File: config.mk
export PLATFORM = sky130hd
export DESIGN_NAME = clkout_ctrl
export DESIGN_NICKNAME = d
export VERILOG_FILES = /design/src/rtl/clkout_pkg.sv /design/src/rtl/clkout_regif.sv /design/src/rtl/clkout_div.sv /design/src/rtl/clkout_sel.sv /design/src/rtl/clkout_ctrl.sv
export SDC_FILE = /design/constraint.sdc
export NUM_CORES = 1
export LEC_CHECK = 0
export CAP_MARGIN = 40
export CORE_MARGIN = 2
export CORE_UTILIZATION = 30
export DETAILED_ROUTE_END_ITERATION = 7
export GPL_TIMING_DRIVEN = 1
export HOLD_SLACK_MARGIN = 0.1
export PLACE_DENSITY = 0.55
export SLEW_MARGIN = 25
export SYNTH_ARGS = -nofsm -noshare
export SYNTH_HDL_FRONTEND = slang
export SYNTH_SLANG_ARGS = --single-unit
export TNS_END_PERCENT = 5
File: constraint.sdc
create_clock -name clk_i -period 3.1 [get_ports clk_i]
set_input_delay 0.31 -clock clk_i [delete_from_list [all_inputs] [get_ports clk_i]]
set_output_delay 0.31 -clock clk_i [all_outputs]
set_load 0.005 [all_outputs]
File: src/rtl/clkout_pkg.sv
package clkout_pkg;
  localparam int unsigned REG_W   = 8;
  localparam int unsigned IDX_W   = $clog2(REG_W);
  localparam int unsigned CODE_W  = 3;
  localparam int unsigned LVL_POS = 7;
  localparam int unsigned EN_POS  = 4;
  // bits that hold state: level, enable, code
  localparam logic [REG_W-1:0] LIVE_MASK = 8'b1001_0111;
  localparam logic [REG_W-1:0] RSV_MASK  = ~LIVE_MASK;
endpackage

File: src/rtl/clkout_regif.sv
module clkout_regif
  import clkout_pkg::*;
(
  input  logic              clk_i,
  input  logic              rst_ni,
  input  logic              sel_i,
  input  logic              wr_i,
  input  logic [REG_W-1:0]  wdata_i,
  input  logic              bitop_i,
  input  logic [IDX_W-1:0]  bidx_i,
  input  logic              bset_i,
  output logic [REG_W-1:0]  rdata_o,
  output logic              lvl_o,
  output logic              en_o,
  output logic [CODE_W-1:0] code_o
);
  logic [REG_W-1:0] ctrl_q, ctrl_d;
  logic             wr_en;

  assign wr_en = sel_i & wr_i;

  always_comb begin
    ctrl_d = ctrl_q;
    if (bitop_i) begin
      ctrl_d[bidx_i] = bset_i;
    end else begin
      ctrl_d = wdata_i;
    end
    ctrl_d = ctrl_d & LIVE_MASK;
  end

  always_ff @(posedge clk_i or negedge rst_ni) begin
    if (!rst_ni) begin
      ctrl_q <= '0;
    end else if (wr_en) begin
      ctrl_q <= ctrl_d;
    end
  end

  assign rdata_o = sel_i ? ctrl_q : '0;
  assign lvl_o   = ctrl_q[LVL_POS];
  assign en_o    = ctrl_q[EN_POS];
  assign code_o  = ctrl_q[CODE_W-1:0];
endmodule

File: src/rtl/clkout_div.sv
module clkout_div
  import clkout_pkg::*;
#(
  parameter int unsigned CNT_W = 4
) (
  input  logic              clk_i,
  input  logic              rst_ni,
  input  logic              en_i,
  input  logic [CODE_W-1:0] code_i,
  output logic [CNT_W-1:0]  cnt_o,
  output logic              div_o
);
  logic [CNT_W-1:0] cnt_q, cnt_d;
  logic [CNT_W:1]   tap;
  logic             pick;
  logic             div_q, div_d;

  // counter held at zero while disabled, so enabling restarts it
  assign cnt_d = en_i ? cnt_q + 1'b1 : '0;

  for (genvar g = 1; g <= CNT_W; g++) begin : g_tap
    assign tap[g] = cnt_d[g-1];
  end

  always_comb begin
    pick = 1'b0;
    for (int i = 1; i <= CNT_W; i++) begin
      if (code_i == CODE_W'(i)) pick = tap[i];
    end
  end

  assign div_d = en_i & pick;

  always_ff @(posedge clk_i or negedge rst_ni) begin
    if (!rst_ni) begin
      cnt_q <= '0;
      div_q <= 1'b0;
    end else begin
      cnt_q <= cnt_d;
      div_q <= div_d;
    end
  end

  assign cnt_o = cnt_q;
  assign div_o = div_q;
endmodule

File: src/rtl/clkout_sel.sv
module clkout_sel
  import clkout_pkg::*;
#(
  parameter int unsigned CNT_W = 4
) (
  input  logic              clk_i,
  input  logic              rst_ni,
  input  logic              lvl_i,
  input  logic              en_i,
  input  logic [CODE_W-1:0] code_i,
  input  logic              div_i,
  output logic              clk_out_o,
  output logic              err_o
);
  localparam logic [CODE_W-1:0] MAX_CODE = CODE_W'(CNT_W);

  logic bad_code;
  logic err_q, err_d;

  assign bad_code = code_i > MAX_CODE;
  assign err_d    = err_q | (en_i & bad_code);

  always_ff @(posedge clk_i or negedge rst_ni) begin
    if (!rst_ni) begin
      err_q <= 1'b0;
    end else begin
      err_q <= err_d;
    end
  end

  always_comb begin
    if (!en_i) begin
      clk_out_o = lvl_i;
    end else if (code_i == '0) begin
      clk_out_o = clk_i;
    end else if (bad_code) begin
      clk_out_o = 1'b0;
    end else begin
      clk_out_o = div_i;
    end
  end

  assign err_o = err_q;
endmodule

File: src/rtl/clkout_ctrl.sv
module clkout_ctrl
  import clkout_pkg::*;
#(
  parameter int unsigned CNT_W = 4
) (
  input  logic             clk_i,
  input  logic             rst_ni,
  input  logic             sel_i,
  input  logic             wr_i,
  input  logic [7:0]       wdata_i,
  input  logic             bitop_i,
  input  logic [2:0]       bidx_i,
  input  logic             bset_i,
  output logic [7:0]       rdata_o,
  output logic             clk_out_o,
  output logic             err_o
);
  logic              rst_meta, rst_sync;
  logic              lvl_bit, clk_en, div_clk;
  logic [CODE_W-1:0] fs_code;
  logic [CNT_W-1:0]  div_cnt;

  // asynchronous assert, synchronous release
  always_ff @(posedge clk_i or negedge rst_ni) begin
    if (!rst_ni) begin
      rst_meta <= 1'b0;
      rst_sync <= 1'b0;
    end else begin
      rst_meta <= 1'b1;
      rst_sync <= rst_meta;
    end
  end

  clkout_regif u_regif (
    .clk_i   (clk_i),
    .rst_ni  (rst_sync),
    .sel_i   (sel_i),
    .wr_i    (wr_i),
    .wdata_i (wdata_i),
    .bitop_i (bitop_i),
    .bidx_i  (bidx_i),
    .bset_i  (bset_i),
    .rdata_o (rdata_o),
    .lvl_o   (lvl_bit),
    .en_o    (clk_en),
    .code_o  (fs_code)
  );

  clkout_div #(.CNT_W(CNT_W)) u_div (
    .clk_i  (clk_i),
    .rst_ni (rst_sync),
    .en_i   (clk_en),
    .code_i (fs_code),
    .cnt_o  (div_cnt),
    .div_o  (div_clk)
  );

  clkout_sel #(.CNT_W(CNT_W)) u_sel (
    .clk_i     (clk_i),
    .rst_ni    (rst_sync),
    .lvl_i     (lvl_bit),
    .en_i      (clk_en),
    .code_i    (fs_code),
    .div_i     (div_clk),
    .clk_out_o (clk_out_o),
    .err_o     (err_o)
  );
endmodule

==> results of run 1 <==
critical path: stages:
cell and delay, ns:
clkbuf_4 0.11, clkbuf_4 0.12, mux2_2 0.25, nand2_1 0.06
a31oi_1 0.07, clkdlybuf4s50_1 0.47
logic make-up (layout without fill, tap and decap cells):
logic type | Yosys count | count (layout)
AO/OA/AOI/OAI | 15 | 15
XOR/XNOR | 2 | 2
adder cells (fa/ha/maj) | 1 | 1
buffers and inverters | 8 | 31
flip-flops | 13 | 13
multiplexers | 6 | 6
other | 2 | 4
AND/OR/NAND/NOR | 29 | 29
placed cells by master, fill, tap and decap left out, drive strengths merged, types with 3 or more instances in the layout:
| cell type | n |
|---|---|
| a21oi | 5 |
| and2 | 9 |
| clkbuf | 7 |
| clkdlybuf4s50 | 20 |
| conb | 4 |
| dfrtp | 13 |
| inv | 3 |
| mux2 | 3 |
| mux2i | 3 |
| nand2 | 4 |
| o22ai | 5 |
final cells by class:
class	instances	area share
timing repair buffer	20	0.196
tap	30	0.0367
inverter	3	0.0110
clock buffer	8	0.0575
sequential	13	0.318
multi-input combinational	57	0.381
per-stage QoR:
stage | util | setup WS [ns]
floorplan | - | 0.856
global placement | 0.400 | 0.420
detailed placement | 0.400 | 0.420
CTS | 0.424 | 0.142
global route | 0.424 | 0.0755
finish | 0.424 | 0.159
final timing paths:
| path | cells after the start | end | slack [ns] |
|---|---|---|---|
| max in group asynchronous | 2 | rst_sync | 2.34 |
| worst min-delay path | 0 | u_div.div_o | 0.18 |
| worst max register to register | 4 | u_div.div_o | 1.86 |
| worst max-delay path | 6 | clk_out_o | 0.16 |
| min in group clk_i | 0 | rst_sync | 0.36 |
| worst min register to register | 0 | u_div.div_o | 0.18 |
synth_stat cells (all sizes together):
cell | n | area share
a21oi | 5 | 0.038
xnor2 | 1 | 0.012
a32oi | 1 | 0.012
nand2 | 4 | 0.023
ha | 1 | 0.017
xor2 | 1 | 0.012
mux2i | 3 | 0.040
inv | 3 | 0.015
nand3 | 2 | 0.013
o2111ai | 1 | 0.012
o21bai | 1 | 0.010
nor2b | 1 | 0.0084
conb | 2 | 0.010
nand3b | 2 | 0.020
o22ai | 5 | 0.042
or3b | 2 | 0.023
nand4bb | 1 | 0.015
and3b | 1 | 0.012
nor2 | 2 | 0.010
clkbuf | 2 | 0.010
dfrtp | 13 | 0.43
mux2 | 3 | 0.045
buf | 3 | 0.030
and2 | 9 | 0.075
or3 | 1 | 0.0084
nand4 | 1 | 0.0084
o21ai | 1 | 0.0067
a31oi | 1 | 0.0084
nor3b | 2 | 0.020
nand2b | 1 | 0.0084
metal layers:
| metal | vias to the layer above | global-route usage | part of all wire |
|---|---|---|---|
| li1 | 315 | - | - |
| met1 | 310 | 0.162 | 0.44 |
| met2 | 17 | 0.195 | 0.49 |
| met3 | 0 | 0.0889 | 0.070 |
| met4 | 0 | 0.0598 | 0 |
| met5 | - | 0 | 0 |
power by group:
group / switching (uW) / total (uW) / leakage, uW / internal [uW]
clock: 69.5 / 180 / 0.0000401 / 111
combinational: 41.2 / 107 / 0.000227 / 66.1
sequential: 31.4 / 225 / 0.000164 / 193
total: 142 / 512 / 0.000432 / 370
registers in the layout (all words and copies together) (netlist names):
name,count
u_sel.err_o,1
rst_meta,1
rst_sync,1
u_regif.ctrl_q,5
u_div.cnt_o,4
u_div.div_o,1
==> run metrics, run 1 <==
status=completed; critical path class=clk2out; Synth Area in XOR/XNOR=0.0234; via count=642; final non-filler cell total=131; I/O pin cnt=27; Initial Utilization=0.310; CP startpoint kind=clock port; syn_area_per_cell=9.84 sq um; Congestion Overflow GR=0; Clock transition at path regs=0.08 ns; DR WL/cell=12.2 microns; Worst R2R Start=u_div.cnt_o[0]; Detailed Place HPWL=1.18 mm; Worst Path Max Fanout=2; GRT Overall Usage=0.138; #FFs+latches synth=13; Seq/Total Area, Yosys=0.435; main combinational cell family by area after synthesis=simple AND/OR/NAND/NOR gates; pin count of the biggest net entering global routing=15; drt total wl=1.60 mm; placed instance area=963 sq um; Die Y=53.9 microns; hold crit path type=reg2async; crit path capture type=output port; Hold WS=0.181 ns; worst vdd ir=335 uV; compound-cell area share of the yosys netlist=0.129; total core area=2410 sq um; Tot Pwr=512 uW; Cell Rows=18; dpl cells=123; Adder-Cell Fraction of Synth Area=0.0167; Max-Cap Viols=0; Synth cell types=33; cell area power density=501 nW/um^2; Fin. Hold Viols=0; drt drc=0; Setup-failing EPs final=0; post-route antenna net violation count=0; data required time of the worst path=2.79 ns; Fin Setup TNS=0 ns; Pre-antenna DRT Iters=4; register area=325 sq um; Design Area, Final=1020 sq um; leak pwr=0.000432 uW; TritonCTS clock tree=yes; Slew Viols, Final=0; first-pass GRT wire length=2.74 mm; multiplexer share of the synthesized area=0.0853; CP Launch Point=clk_i; fillers=238; Die Span X=53.9 microns; CTS resizes=0; Area Overhead vs Synth=36.6%; Post-Syn Instances=76; initial antenna violation count=0; Synth Area in Simple Gates=0.246; RSZ-0062 raised after global routing=no; # port buffers=20; Worst-Skew Late Latency=0.38 ns; # diodes=0; GP Congestion=0.842; Warnings, synthesis=0; die area=2910 sq um; postcts setup bufs=0; clk_skew=0.00588 ns; initial DRC count=15; hold buffers post-CTS=1; vias per cell=4.90; critical path arrival=2.63 ns; share of post-route cells with drive strength above 1=0.0891; vias in the first global route=659; Mapped Area=748 sq um; area of the multi-input gates=389 sq um; nets=120
Power figures use the tool's default switching activity.
==> run 2, diff against run 1 <==
--- a/config.mk
+++ b/config.mk
@@ -6,13 +6,14 @@
 export NUM_CORES = 1
 export LEC_CHECK = 0
 export CAP_MARGIN = 40
+export CORE_ASPECT_RATIO = 0.8
 export CORE_MARGIN = 2
 export CORE_UTILIZATION = 30
 export DETAILED_ROUTE_END_ITERATION = 7
 export GPL_TIMING_DRIVEN = 1
 export HOLD_SLACK_MARGIN = 0.1
 export PLACE_DENSITY = 0.55
-export SLEW_MARGIN = 25
+export SLEW_MARGIN = 10
 export SYNTH_ARGS = -nofsm -noshare
 export SYNTH_HDL_FRONTEND = slang
 export SYNTH_SLANG_ARGS = --single-unit
==> run metrics, run 2 (same netlist as run 1, synthesis figures left out) <==
initial antenna violation count=0; critical path arrival=2.65 ns; # port buffers=20; die area=2910 sq um; post-route antenna net violation count=0; Stages on worst setup path=6; r2r setup slk=1.84 ns; crit path capture type=output port; delay of the slowest critical-path stage=0.47 ns; CP cell instances=clkbuf_4, clkbuf_4, mux2_2, nand2_1, a31oi_1, clkdlybuf4s50_1; CP delay by family, top=buffers and inverters; GP Congestion=0.714; hold crit path type=reg2async; Critical-path top delay cell=clkdlybuf4s50_1; max reg flops=5; Die Span X=59.8 microns; Pre-antenna DRT Iters=4; critical path class=clk2out; # diodes=0; Congestion Overflow GR=0; cell area power density=510 nW/um^2; I/O pin cnt=27; via count=635; drt drc=0; share of post-route cells with drive strength above 1=0.0891; cells on worst reg2reg path=4; nets=120; data required time of the worst path=2.79 ns; Largest Register=u_regif.ctrl_q; dpl ws=0.422 ns; worst vdd ir=327 uV; initial DRC count=9; drt total wl=1.65 mm; CTS resizes=0; worst setup margin=0.142 ns; CP Buf/Inv Count=3; Clock transition at path regs=0.08 ns; final core occ=0.424; pin count of the biggest net entering global routing=15; Fin. Hold Viols=0; leak pwr=0.000432 uW; Cell Rows=16; GRT Overall Usage=0.136; Slew Viols, Final=0; DR WL/cell=12.9 microns; Die Y=48.7 microns; total core area=2400 sq um; Detailed Place HPWL=1.20 mm; Fin Setup TNS=0 ns; vias per cell=4.96; commonest non-fill, non-tap cell in the layout=clkdlybuf4s50_1; Worst-Skew Late Latency=0.39 ns; Max-Cap Viols=0; Critical Path Most Common Cell=clkbuf_4; vias in the first global route=646; first-pass GRT wire length=2.84 mm; clk_skew=0.00406 ns; status=completed; Hold WS=0.188 ns; Initial Utilization=0.311; CP startpoint kind=clock port; Worst Path Max Fanout=2; Area Overhead vs Synth=36.1%; TritonCTS clock tree=yes; Setup-failing EPs final=0; RSZ-0062 raised after global routing=no; most frequent cells in the layout=clkdlybuf4s50_1 (20), dfrtp_1 (13), and2_1 (9)
## run 2: cell counts in the layout (fill, tap and decap cells not counted)
Identical to the previous run, type by type.
## run 2: path summary, 6_finish.rpt
check	startpoint	endpoint
worst max register to register	u_div.cnt_o[0]	u_div.div_o
worst max-delay path	clk_i	clk_out_o
worst min-delay path	rst_sync	u_div.cnt_o[3]
max in group asynchronous	rst_ni	rst_sync
worst min register to register	rst_sync	u_div.cnt_o[3]
min in group clk_i	rst_meta	rst_sync
## run 2: routing by layer
layer / up-vias / part of all wire / GRT usage
met5: - / 0 / 0
li1: 314 / - / -
met3: 3 / 0.044 / 0.0775
met4: 0 / 0.0073 / 0.0704
met1: 303 / 0.53 / 0.194
met2: 15 / 0.42 / 0.158
## run 2: final cells by class
| cell class | instances | area [sq um] |
|---|---|---|
| multi-input cells | 57 | 389 |
| fillers | 248 | 1380 |
| flip-flops and latches | 13 | 325 |
| repair buffers | 20 | 200 |
| well taps | 27 | 33.8 |
| clock buffers | 8 | 58.8 |
| inverters | 3 | 11.3 |
## run 2: power by group
group	internal [uW]	leakage [uW]	switching (uW)	total, uW
Clock	111	0.0000401	77.4	189
Sequential	193	0.000164	30.2	224
Combinational	66.1	0.000227	41.3	107
Total	371	0.000432	149	519
## run 2: through the flow
step / std cells / area, sq um / total power, uW
global route: 128 / 1020 / 560
CTS: 128 / 1020 / 529
global placement: 120 / 960 / 357
finish: 128 / 1020 / 519
floorplan: 78 / 756 / 293
detailed placement: 120 / 960 / 358
## run 2: timing repair
action                     4_1_cts  5_1_grt
setup buffers                    0        0
hold endpoints to repair         2        0
setup endpoints to repair        0        0
hold buffers                     1        0
